## config.mk

```make
export PLATFORM = sky130hd
export DESIGN_NAME = pgw_commit
export DESIGN_NICKNAME = d
export VERILOG_FILES = /design/src/rtl/pgw_pkg.sv /design/src/rtl/pgw_page_buf.sv /design/src/rtl/pgw_wr_timer.sv /design/src/rtl/pgw_commit.sv
export SDC_FILE = /design/constraint.sdc
export NUM_CORES = 1
export LEC_CHECK = 0
export CORE_ASPECT_RATIO = 1.5
export CORE_MARGIN = 4
export CORE_UTILIZATION = 55
export DETAILED_ROUTE_END_ITERATION = 10
export PLACE_DENSITY = 0.81
export SYNTH_ARGS = -nofsm -noshare
export SYNTH_HDL_FRONTEND = slang
export SYNTH_SLANG_ARGS = --single-unit
```

## constraint.sdc

```tcl
create_clock -name clk -period 3.2 [get_ports clk]
set_input_delay 0.64 -clock clk [delete_from_list [all_inputs] [get_ports clk]]
set_output_delay 0.64 -clock clk [all_outputs]
set_load 0.005 [all_outputs]
```

## src/rtl/pgw_pkg.sv

```systemverilog
package pgw_pkg;
  typedef enum logic [1:0] {
    ST_IDLE = 2'd0,
    ST_LOAD = 2'd1,
    ST_PROG = 2'd2
  } pgw_state_e;
endpackage

```

## src/rtl/pgw_page_buf.sv

```systemverilog
// Page staging store: one data register and one filled flag per slot.
module pgw_page_buf #(
  parameter int PAGE_BYTES = 8,
  parameter int DATA_W     = 8,
  localparam int SLOT_W    = $clog2(PAGE_BYTES)
) (
  input  logic                  clk,
  input  logic                  rst_n,
  input  logic                  clr_i,
  input  logic                  wr_i,
  input  logic [SLOT_W-1:0]     wslot_i,
  input  logic [DATA_W-1:0]     wdata_i,
  input  logic [SLOT_W-1:0]     rslot_i,
  output logic [DATA_W-1:0]     rdata_o,
  output logic [PAGE_BYTES-1:0] mask_o
);
  logic [PAGE_BYTES*DATA_W-1:0] flat;

  for (genvar g = 0; g < PAGE_BYTES; g++) begin : g_slot
    logic [DATA_W-1:0] q;
    logic              v;
    always_ff @(posedge clk or negedge rst_n) begin
      if (!rst_n) begin
        q <= '0;
        v <= 1'b0;
      end else if (clr_i) begin
        v <= 1'b0;              // opening a transaction wins over a byte
      end else if (wr_i && wslot_i == SLOT_W'(g)) begin
        q <= wdata_i;
        v <= 1'b1;
      end
    end
    assign flat[g*DATA_W +: DATA_W] = q;
    assign mask_o[g] = v;
  end

  always_comb begin
    rdata_o = '0;
    for (int i = 0; i < PAGE_BYTES; i++)
      if (rslot_i == SLOT_W'(i)) rdata_o = flat[i*DATA_W +: DATA_W];
  end

  // a new transaction starts from an empty page
  p_clear_r4: assert property (@(posedge clk) disable iff (!rst_n)
    $past(clr_i) |-> mask_o == '0);
endmodule

```

## src/rtl/pgw_wr_timer.sv

```systemverilog
// Counts the clocks of the internal programming cycle.
module pgw_wr_timer #(
  parameter int CLKS = 500,
  localparam int CNT_W = $clog2(CLKS + 1)
) (
  input  logic clk,
  input  logic rst_n,
  input  logic run_i,
  output logic done_o
);
  logic [CNT_W-1:0] cnt;

  always_ff @(posedge clk or negedge rst_n) begin
    if (!rst_n)     cnt <= '0;
    else if (run_i) cnt <= cnt + 1'b1;
    else            cnt <= '0;
  end

  assign done_o = run_i && (cnt == CNT_W'(CLKS - 1));

  // the cycle timer advances by one on every running clock
  p_tick_r6: assert property (@(posedge clk) disable iff (!rst_n)
    run_i && $past(run_i) |-> cnt == $past(cnt) + 1'b1);
endmodule

```

## src/rtl/pgw_commit.sv

```systemverilog
// Page-buffered write cycle controller. WR_CLKS must be at least PAGE_BYTES.
module pgw_commit
  import pgw_pkg::*;
#(
  parameter int PAGE_BYTES = 8,
  parameter int ADDR_W     = 8,
  parameter int DATA_W     = 8,
  parameter int BANK_W     = 2,
  parameter int WR_CLKS    = 500
) (
  input  logic              clk,
  input  logic              rst_n,
  input  logic              begin_i,
  input  logic [ADDR_W-1:0] start_addr_i,
  input  logic [BANK_W-1:0] bank_i,
  input  logic              byte_valid_i,
  output logic              byte_ready_o,
  input  logic [DATA_W-1:0] byte_data_i,
  input  logic              stop_i,
  input  logic              wp_i,
  input  logic              lowv_i,
  output logic              busy_o,
  output logic              wr_en_o,
  output logic [BANK_W-1:0] wr_bank_o,
  output logic [ADDR_W-1:0] wr_addr_o,
  output logic [DATA_W-1:0] wr_data_o,
  output logic              abort_o,
  output logic              hand_valid_o,
  output logic [ADDR_W-1:0] hand_addr_o,
  output logic [BANK_W-1:0] hand_bank_o
);
  localparam int SLOT_W = $clog2(PAGE_BYTES);
  localparam int HI_W   = ADDR_W - SLOT_W;

  pgw_state_e            state;
  logic [HI_W-1:0]       base_hi;
  logic [SLOT_W-1:0]     ptr;
  logic [SLOT_W-1:0]     last_slot;
  logic [BANK_W-1:0]     bank_q;
  logic                  spoiled;
  logic [SLOT_W:0]       scan;     // top bit set once every slot is visited
  logic [PAGE_BYTES-1:0] mask;
  logic [DATA_W-1:0]     rdata;
  logic                  accept, begin_ok, spoil_now, t_done;

  assign spoil_now    = !wp_i || lowv_i;
  assign byte_ready_o = (state != ST_PROG);
  assign busy_o       = (state == ST_PROG);
  assign accept       = byte_valid_i && (state == ST_LOAD);
  assign begin_ok     = begin_i && (state != ST_PROG) && (bank_i != '0);
  assign last_slot    = ptr - 1'b1;

  pgw_page_buf #(.PAGE_BYTES(PAGE_BYTES), .DATA_W(DATA_W)) buf_i (
    .clk     (clk),
    .rst_n   (rst_n),
    .clr_i   (begin_ok),
    .wr_i    (accept),
    .wslot_i (ptr),
    .wdata_i (byte_data_i),
    .rslot_i (scan[SLOT_W-1:0]),
    .rdata_o (rdata),
    .mask_o  (mask)
  );

  pgw_wr_timer #(.CLKS(WR_CLKS)) tmr_i (
    .clk    (clk),
    .rst_n  (rst_n),
    .run_i  (busy_o),
    .done_o (t_done)
  );

  always_ff @(posedge clk or negedge rst_n) begin
    if (!rst_n) begin
      state        <= ST_IDLE;
      base_hi      <= '0;
      ptr          <= '0;
      bank_q       <= '0;
      spoiled      <= 1'b0;
      scan         <= '0;
      abort_o      <= 1'b0;
      hand_valid_o <= 1'b0;
      hand_addr_o  <= '0;
      hand_bank_o  <= '0;
    end else begin
      abort_o      <= 1'b0;
      hand_valid_o <= 1'b0;
      if (state == ST_PROG) begin
        if (!scan[SLOT_W]) scan <= scan + 1'b1;
        if (spoil_now) begin
          abort_o <= 1'b1;
          state   <= ST_IDLE;
        end else if (t_done) begin
          hand_valid_o <= 1'b1;
          hand_addr_o  <= {base_hi, last_slot};
          hand_bank_o  <= bank_q;
          state        <= ST_IDLE;
        end
      end else if (begin_ok) begin
        state   <= ST_LOAD;
        base_hi <= start_addr_i[ADDR_W-1:SLOT_W];
        ptr     <= start_addr_i[SLOT_W-1:0];
        bank_q  <= bank_i;
        spoiled <= spoil_now;
      end else if (state == ST_LOAD) begin
        if (accept) ptr <= ptr + 1'b1;
        if (stop_i) begin
          if ((|mask || accept) && !spoiled && !spoil_now) begin
            state <= ST_PROG;
            scan  <= '0;
          end else begin
            state <= ST_IDLE;
          end
        end else if (spoil_now) begin
          spoiled <= 1'b1;
        end
      end
    end
  end

  assign wr_en_o   = busy_o && !scan[SLOT_W] && mask[scan[SLOT_W-1:0]];
  assign wr_bank_o = bank_q;
  assign wr_addr_o = {base_hi, scan[SLOT_W-1:0]};
  assign wr_data_o = rdata;

  // page-upper address bits never move during a cycle
  p_hi_fixed_r3: assert property (@(posedge clk) disable iff (!rst_n)
    busy_o && $past(busy_o) |-> $stable(wr_addr_o[ADDR_W-1:SLOT_W]));
  // commands arriving while busy cannot retarget the bank
  p_bank_held_r6: assert property (@(posedge clk) disable iff (!rst_n)
    busy_o && $past(busy_o) |-> $stable(wr_bank_o));
  // a cycle begins only on a STOP
  p_start_on_stop_r4: assert property (@(posedge clk) disable iff (!rst_n)
    $rose(busy_o) |-> $past(stop_i));
  // abort ends the cycle and follows a bad enable or supply
  p_abort_r8: assert property (@(posedge clk) disable iff (!rst_n)
    abort_o |-> !busy_o && $past(busy_o) && (!$past(wp_i) || $past(lowv_i)));
  // hand-back only on a normal completion
  p_hand_r11: assert property (@(posedge clk) disable iff (!rst_n)
    hand_valid_o |-> !busy_o && $past(busy_o) && !abort_o);
endmodule

```

==> results of run 1 <==
==> report_power, final <==
part | internal [mW] | switching [mW] | total (mW) | leakage, nW
Combinational | 1.20 | 1.08 | 2.28 | 1.41
Sequential | 1.83 | 0.290 | 2.12 | 1.41
Clock | 0.608 | 0.501 | 1.11 | 0.142
Total | 3.63 | 1.87 | 5.50 | 2.96
==> layout by cell type, fill, tap and decap left out, types with 3 or more instances in the layout <==
cell / Yosys / routed
xnor2_1: 3 / 3
o211ai_1: 8 / 8
a2bb2oi_1: 5 / 5
a31oi_1: 4 / 3
ha_4: 0 / 3
nand2_2: 3 / 3
a221oi_1: 10 / 6
nand2_1: 71 / 71
nor3_1: 4 / 4
nor2_1: 31 / 29
a221oi_2: 0 / 4
o221ai_1: 6 / 5
buf_4: 4 / 26
ha_1: 16 / 12
nand3_1: 6 / 6
inv_1: 23 / 23
mux2_2: 64 / 64
clkbuf_16: 0 / 9
o22ai_1: 3 / 3
nand2b_1: 4 / 3
xor2_1: 3 / 3
o21ai_0: 17 / 16
and3_1: 3 / 3
a211oi_1: 3 / 3
a21oi_1: 17 / 16
dfrtp_1: 110 / 108
clkdlybuf4s50_1: 0 / 54
mux2_4: 8 / 8
==> worst paths after layout <==
kind                              startpoint                    to  slack, ps  cells after the start
worst max register to register      state[0]  buf_i.g_slot[2].q[7]        890                      8
worst min register to register  tmr_i.cnt[0]          tmr_i.cnt[0]        460                      1
worst min-delay path                   rst_n  buf_i.g_slot[5].q[7]        400                      1
worst max-delay path                 scan[0]          wr_data_o[0]         60                      7
max in group asynchronous              rst_n  buf_i.g_slot[7].q[1]       2020                      2
min in group clk                tmr_i.cnt[0]          tmr_i.cnt[0]        460                      1
==> what timing repair did <==
| item | CTS | global route |
|---|---|---|
| pin swaps | 2 | 5 |
| buffers inserted | 2 | 2 |
| setup endpoints to repair | 8 | 8 |
| hold buffers | 0 | 0 |
| gates resized for setup | 11 | 15 |
| cloned | 0 | 0 |
==> worst register-to-register path: stages (launching register included) <==
cell and delay [ps]:
dfrtp_1 390, inv_1 70, ha_1 210, buf_4 220
inv_1 80, buf_4 180, a211oi_2 360, nand2_2 300
mux2_1 390
==> per-layer routing <==
metal | global-route usage [%] | wire, um | part of all wire (%) | vias to the layer above
met2 | 43.3 | 6900 | 53 | 159
met5 | 0 | 0 | 0 | -
li1 | - | - | - | 1842
met4 | 12.4 | 573 | 4.4 | 0
met1 | 27.2 | 4720 | 36 | 2013
met3 | 4.68 | 809 | 6.2 | 47
==> kinds of logic (layout without fill, tap and decap cells) <==
family / after synthesis / in the layout / share of synthesized area (%)
AOI/OAI and AO/OA: 83 / 83 / 10.6
buffers and inverters: 48 / 125 / 3.90
xor gates and xnor gates: 6 / 6 / 0.981
DFF: 110 / 110 / 51.4
adders and majority gates: 16 / 16 / 3.74
muxes: 77 / 77 / 17.1
and+or+nand+nor: 143 / 143 / 12.3
==> state kept, by name, indices dropped and copies added, names as in the netlist, 2 cells and up <==
name,count
tmr_i.cnt,9
buf_i.g_slot.v,8
wr_bank_o,2
hand_bank_o,2
scan,4
base_hi,5
state,2
hand_addr_o,8
buf_i.g_slot.q,64
ptr,3
==> metrics by stage <==
step	TNS (ps)	instance area (um^2)
floorplan	0	5360
global placement	0	6140
detailed placement	0	6140
CTS	-2.99	6490
global route	-152	6580
finish	0	6580
==> cell type report <==
type                            instances  area, um^2
Timing Repair Buffer                   85         803
Clock inverter                          7        72.6
Fill cell                             703        2790
Multi-Input combinational cell        325        2490
Tap cell                              112         140
Clock buffer                            9         225
Sequential cell                       110        2760
Inverter                               24        90.1
==> impl_metrics.ini, run 1 <==
[run_status]
status = finished clean

[final_layout]
instances_no_fill = 672
drive_gt1_share_pct = 26.6
fin_util_pct = 70.2
syn_to_final_growth_pct = 22.8
nets = 596
diodes = 0

[worst_setup_path]
critPathMaxStageDelay_ps = 520
crit_slowest_cell = clkdlybuf4s50_1
critPathLaunchType = register
crit_fanout = 8
required_ps = 2560
cp_num_buf_inv = 2
cp_cell_sequence = ha_1 > ha_2 > buf_6 > a221oi_2 > o221ai_1 > a2bb2oi_1 > clkdlybuf4s50_1
path_class = register to output pin
critPathCaptureType = output pin
critical_path.top_delay_family = buffers and inverters
cp_data_arrival_time_ps = 2500

[detailed_routing]
remaining_drc_errors = 0
avgViaCountPerCell = 6.04
drt_iter0_drc = 191
routed_wl_um = 13000
post_drt_wl_per_cell_um = 19.3
num_vias = 4061
ant_nets = 0
firstDrtPassIters = 4

[clock_tree]
clock-root-buffer = clkbuf_16
cts.htree.levels = 3
cts_tree = built
cts.sinks = 110
clock_path_buffers = 2
cts_buffers = 9
clk_pin_slew_ps = 70
clkLatencyLatePin_ps = 350

[timing]
final_hold_viol_count = 0
rsz0062_at_grt = yes
worst_slack_ps = 64.3
post-route-min-period_ps = 3140
skew_ps = 7.22
setup-violations-final = 0
worstMarginPinSlew_ps = 899
slew_violations = 0
maxSlewHeadroom_pct = 40.0
fmax_ghz = 0.319
timing.hold.ws_ps = 397
finalCritPeriodShare_pct = 98.0

[synthesis]
synth.yosys.warnings = 0
ys_top_cells_by_count = 110 x dfrtp_1, 71 x nand2_1, 64 x mux2_2
yosysMostFrequentCell = dfrtp_1
synth_edf_count = 0
syn-cell-area_um2 = 5360
synth_top_flop_cell = dfrtp_1
yosys.area.top_type = dfrtp_1
ys_types = 53
ys_top_cells_by_area = dfrtp_1 51%, mux2_2 13%, nand2_1 5.0%, ha_1 3.7%, mux2_4 2.2%
ys_seq_area_share_pct = 51.4
ys_async_sr_fraction_pct = 100
syn_nets = 524
syn_inst = 483
avgSynthCellArea_um2 = 11.1
yosysTopAreaCellShare_pct = 51.4
ys_ff_latch = 110

[floorplan]
initial_core_util_pct = 57.2
dieArea_um2 = 11400
io_pins = 58
core_area_um2 = 9360
rows = 43
die_h_um = 129
die_w_um = 88.6

[grt]
grt_pass1_wl_um = 21200
grt_usage_pct = 24.4
antenna_found_initial = 0
grt_pass1_vias = 4276
grt_start_max_net_pins = 72
overflow = 0

[place]
place_ws_ps = 214
hpwl_um = 9240
dp.cells = 652
gp_congestion = 0.862
numPortBuffers = 57

[power_and_ir_drop]
p_total_mw = 5.50
cellLeakagePower_nw = 2.96
power_density_nw_per_um2 = 837
ir_drop_v = 0.000583

[hold_path]
hold_path.class = input pin to asynchronous set/reset pin

[run]
max_cap_violations = 0
Power figures use the tool's default switching activity.
==> inputs of run 2 (changes only) <==
--- a/config.mk
+++ b/config.mk
@@ -5,11 +5,12 @@
 export SDC_FILE = /design/constraint.sdc
 export NUM_CORES = 1
 export LEC_CHECK = 0
+export CAP_MARGIN = 20
 export CORE_ASPECT_RATIO = 1.5
 export CORE_MARGIN = 4
-export CORE_UTILIZATION = 55
+export CORE_UTILIZATION = 45
 export DETAILED_ROUTE_END_ITERATION = 10
-export PLACE_DENSITY = 0.81
+export PLACE_DENSITY = 0.69
 export SYNTH_ARGS = -nofsm -noshare
 export SYNTH_HDL_FRONTEND = slang
 export SYNTH_SLANG_ARGS = --single-unit
==> impl_metrics.ini, run 2 (synthesis results as in run 1) <==
[detailed_routing]
ant_nets = 0
routed_wl_um = 12800
drt_iter0_drc = 266
remaining_drc_errors = 0
num_vias = 3969
avgViaCountPerCell = 5.61
post_drt_wl_per_cell_um = 18.1
firstDrtPassIters = 4

[final_layout]
final_common_cell = dfrtp_1
largest_reg_flops = 64
diodes = 0
layout_common_cells = 110 x dfrtp_1, 71 x nand2_1, 64 x mux2_2
fin_area_um2 = 6610
reg_top3 = buf_i.g_slot.q (64), tmr_i.cnt (9)
syn_to_final_growth_pct = 23.4
drive_gt1_share_pct = 25.5
fill_cells = 987
regMostFlops = buf_i.g_slot.q
nets = 593

[worst_setup_path]
path_class = register to output pin
critPathCaptureType = output pin
ff2ff_setup_slack_ps = 820
crit_fanout = 10
rr_worst_depth = 7
timing.rr.end = buf_i.g_slot[4].q[7]
r2r-start = state[0]
critPathLaunchType = register
critPathMaxStageDelay_ps = 510
cp_cell_sequence = ha_2 > ha_2 > buf_8 > nor2_1 > a221oi_1 > o221ai_1 > a2bb2oi_1 > clkdlybuf4s50_1
crit_top_cell = ha_2
crit_slowest_cell = clkdlybuf4s50_1
required_ps = 2560
cp_data_arrival_time_ps = 2550

[timing]
skew_ps = 8.03
worstMarginPinSlew_ps = 646
timing.hold.ws_ps = 273
post-route-min-period_ps = 3190
worst_slack_ps = 12.6
final_hold_viol_count = 0
fmax_ghz = 0.314
slew_violations = 0
finalCritPeriodShare_pct = 99.6
rsz0062_at_grt = yes
setup-violations-final = 0
maxSlewHeadroom_pct = 56.8

[clock_tree]
hold_buffers = 0
clk_pin_slew_ps = 70
cts_tree = built
cts_buffers = 9
cts.htree.levels = 3
clock-root-buffer = clkbuf_16
clock_path_buffers = 2
clkLatencyLatePin_ps = 360
cts.sinks = 110

[floorplan]
dieArea_um2 = 13700
core_area_um2 = 11600
die_w_um = 97.1
rows = 48
initial_core_util_pct = 46.2
io_pins = 58
die_h_um = 142

[power_and_ir_drop]
power_density_nw_per_um2 = 839
cellLeakagePower_nw = 2.95
ir_drop_v = 0.000353

[grt]
grt_pass1_vias = 4270
grt_usage_pct = 19.6
antenna_found_initial = 0
overflow = 0
grt_start_max_net_pins = 67
grt_pass1_wl_um = 21700

[run]
max_cap_violations = 0

[place]
gp_congestion = 0.862
place_ws_ps = 197
hpwl_um = 9130
dpl-instance-area_um2 = 6190
numPortBuffers = 57

[hold_path]
hold_path.class = input pin to asynchronous set/reset pin

[run_status]
status = finished clean
## run 2: worst max-delay path by stage
stage	start	endpoint	slack, ps	cells after the start
after detailed placement	scan[1]	wr_data_o[5]	200	7
after CTS	scan[0]	wr_data_o[5]	-30	7
after floorplan	scan[2]	wr_data_o[2]	690	9
after global placement	scan[1]	wr_data_o[5]	260	7
after global routing	scan[1]	wr_data_o[6]	-90	9
final	scan[0]	wr_data_o[3]	10	8
## run 2: report_power, final
part / internal, mW / switching [mW] / total [mW] / leakage [nW]
Combinational: 1.16 / 1.04 / 2.20 / 1.39
Sequential: 1.82 / 0.281 / 2.10 / 1.41
Clock: 0.699 / 0.541 / 1.24 / 0.159
Total: 3.68 / 1.87 / 5.55 / 2.95
## run 2: critical path, delay by kind of cell (launching register included)
family	cells	cell delay (ps)
compound gates	3	630
fa+ha+maj	2	430
buf+inv	2	660
flops	1	410
simple gates	1	50
## run 2: layout make-up
type,instances,area [um^2],share of cell area [%]
flip-flops and latches,110,2750,41.7
multi-input cells,325,2460,37.2
clock buffers,9,225,3.41
inverters,24,90.1,1.36
well taps,150,188,2.84
repair buffers,82,787,11.9
clock inverters,7,105,1.59
## run 2: routing by layer
metal / part of all wire (%) / GRT usage (%) / vias up
met1: 39 / 23.1 / 1975
met5: 0 / 0 / -
li1: - / - / 1836
met3: 4.8 / 4.28 / 28
met2: 53 / 34.8 / 130
met4: 2.7 / 7.62 / 0
## run 2: stage by stage
stage	TNS, ps	power [mW]	utilization, %	std cells
global placement	0	4.13	53.4	690
global route	-311	5.90	57.0	707
CTS	-47.9	5.48	56.4	706
floorplan	0	3.33	-	483
finish	0	5.55	57.0	707
detailed placement	0	4.21	53.4	690
## run 2: repair_timing
action                                  4_1_cts  5_1_grt
endpoints found under the setup margin        7        7
resized for setup                             8       16
setup buffers                                 0        1
pin swaps                                     5        6
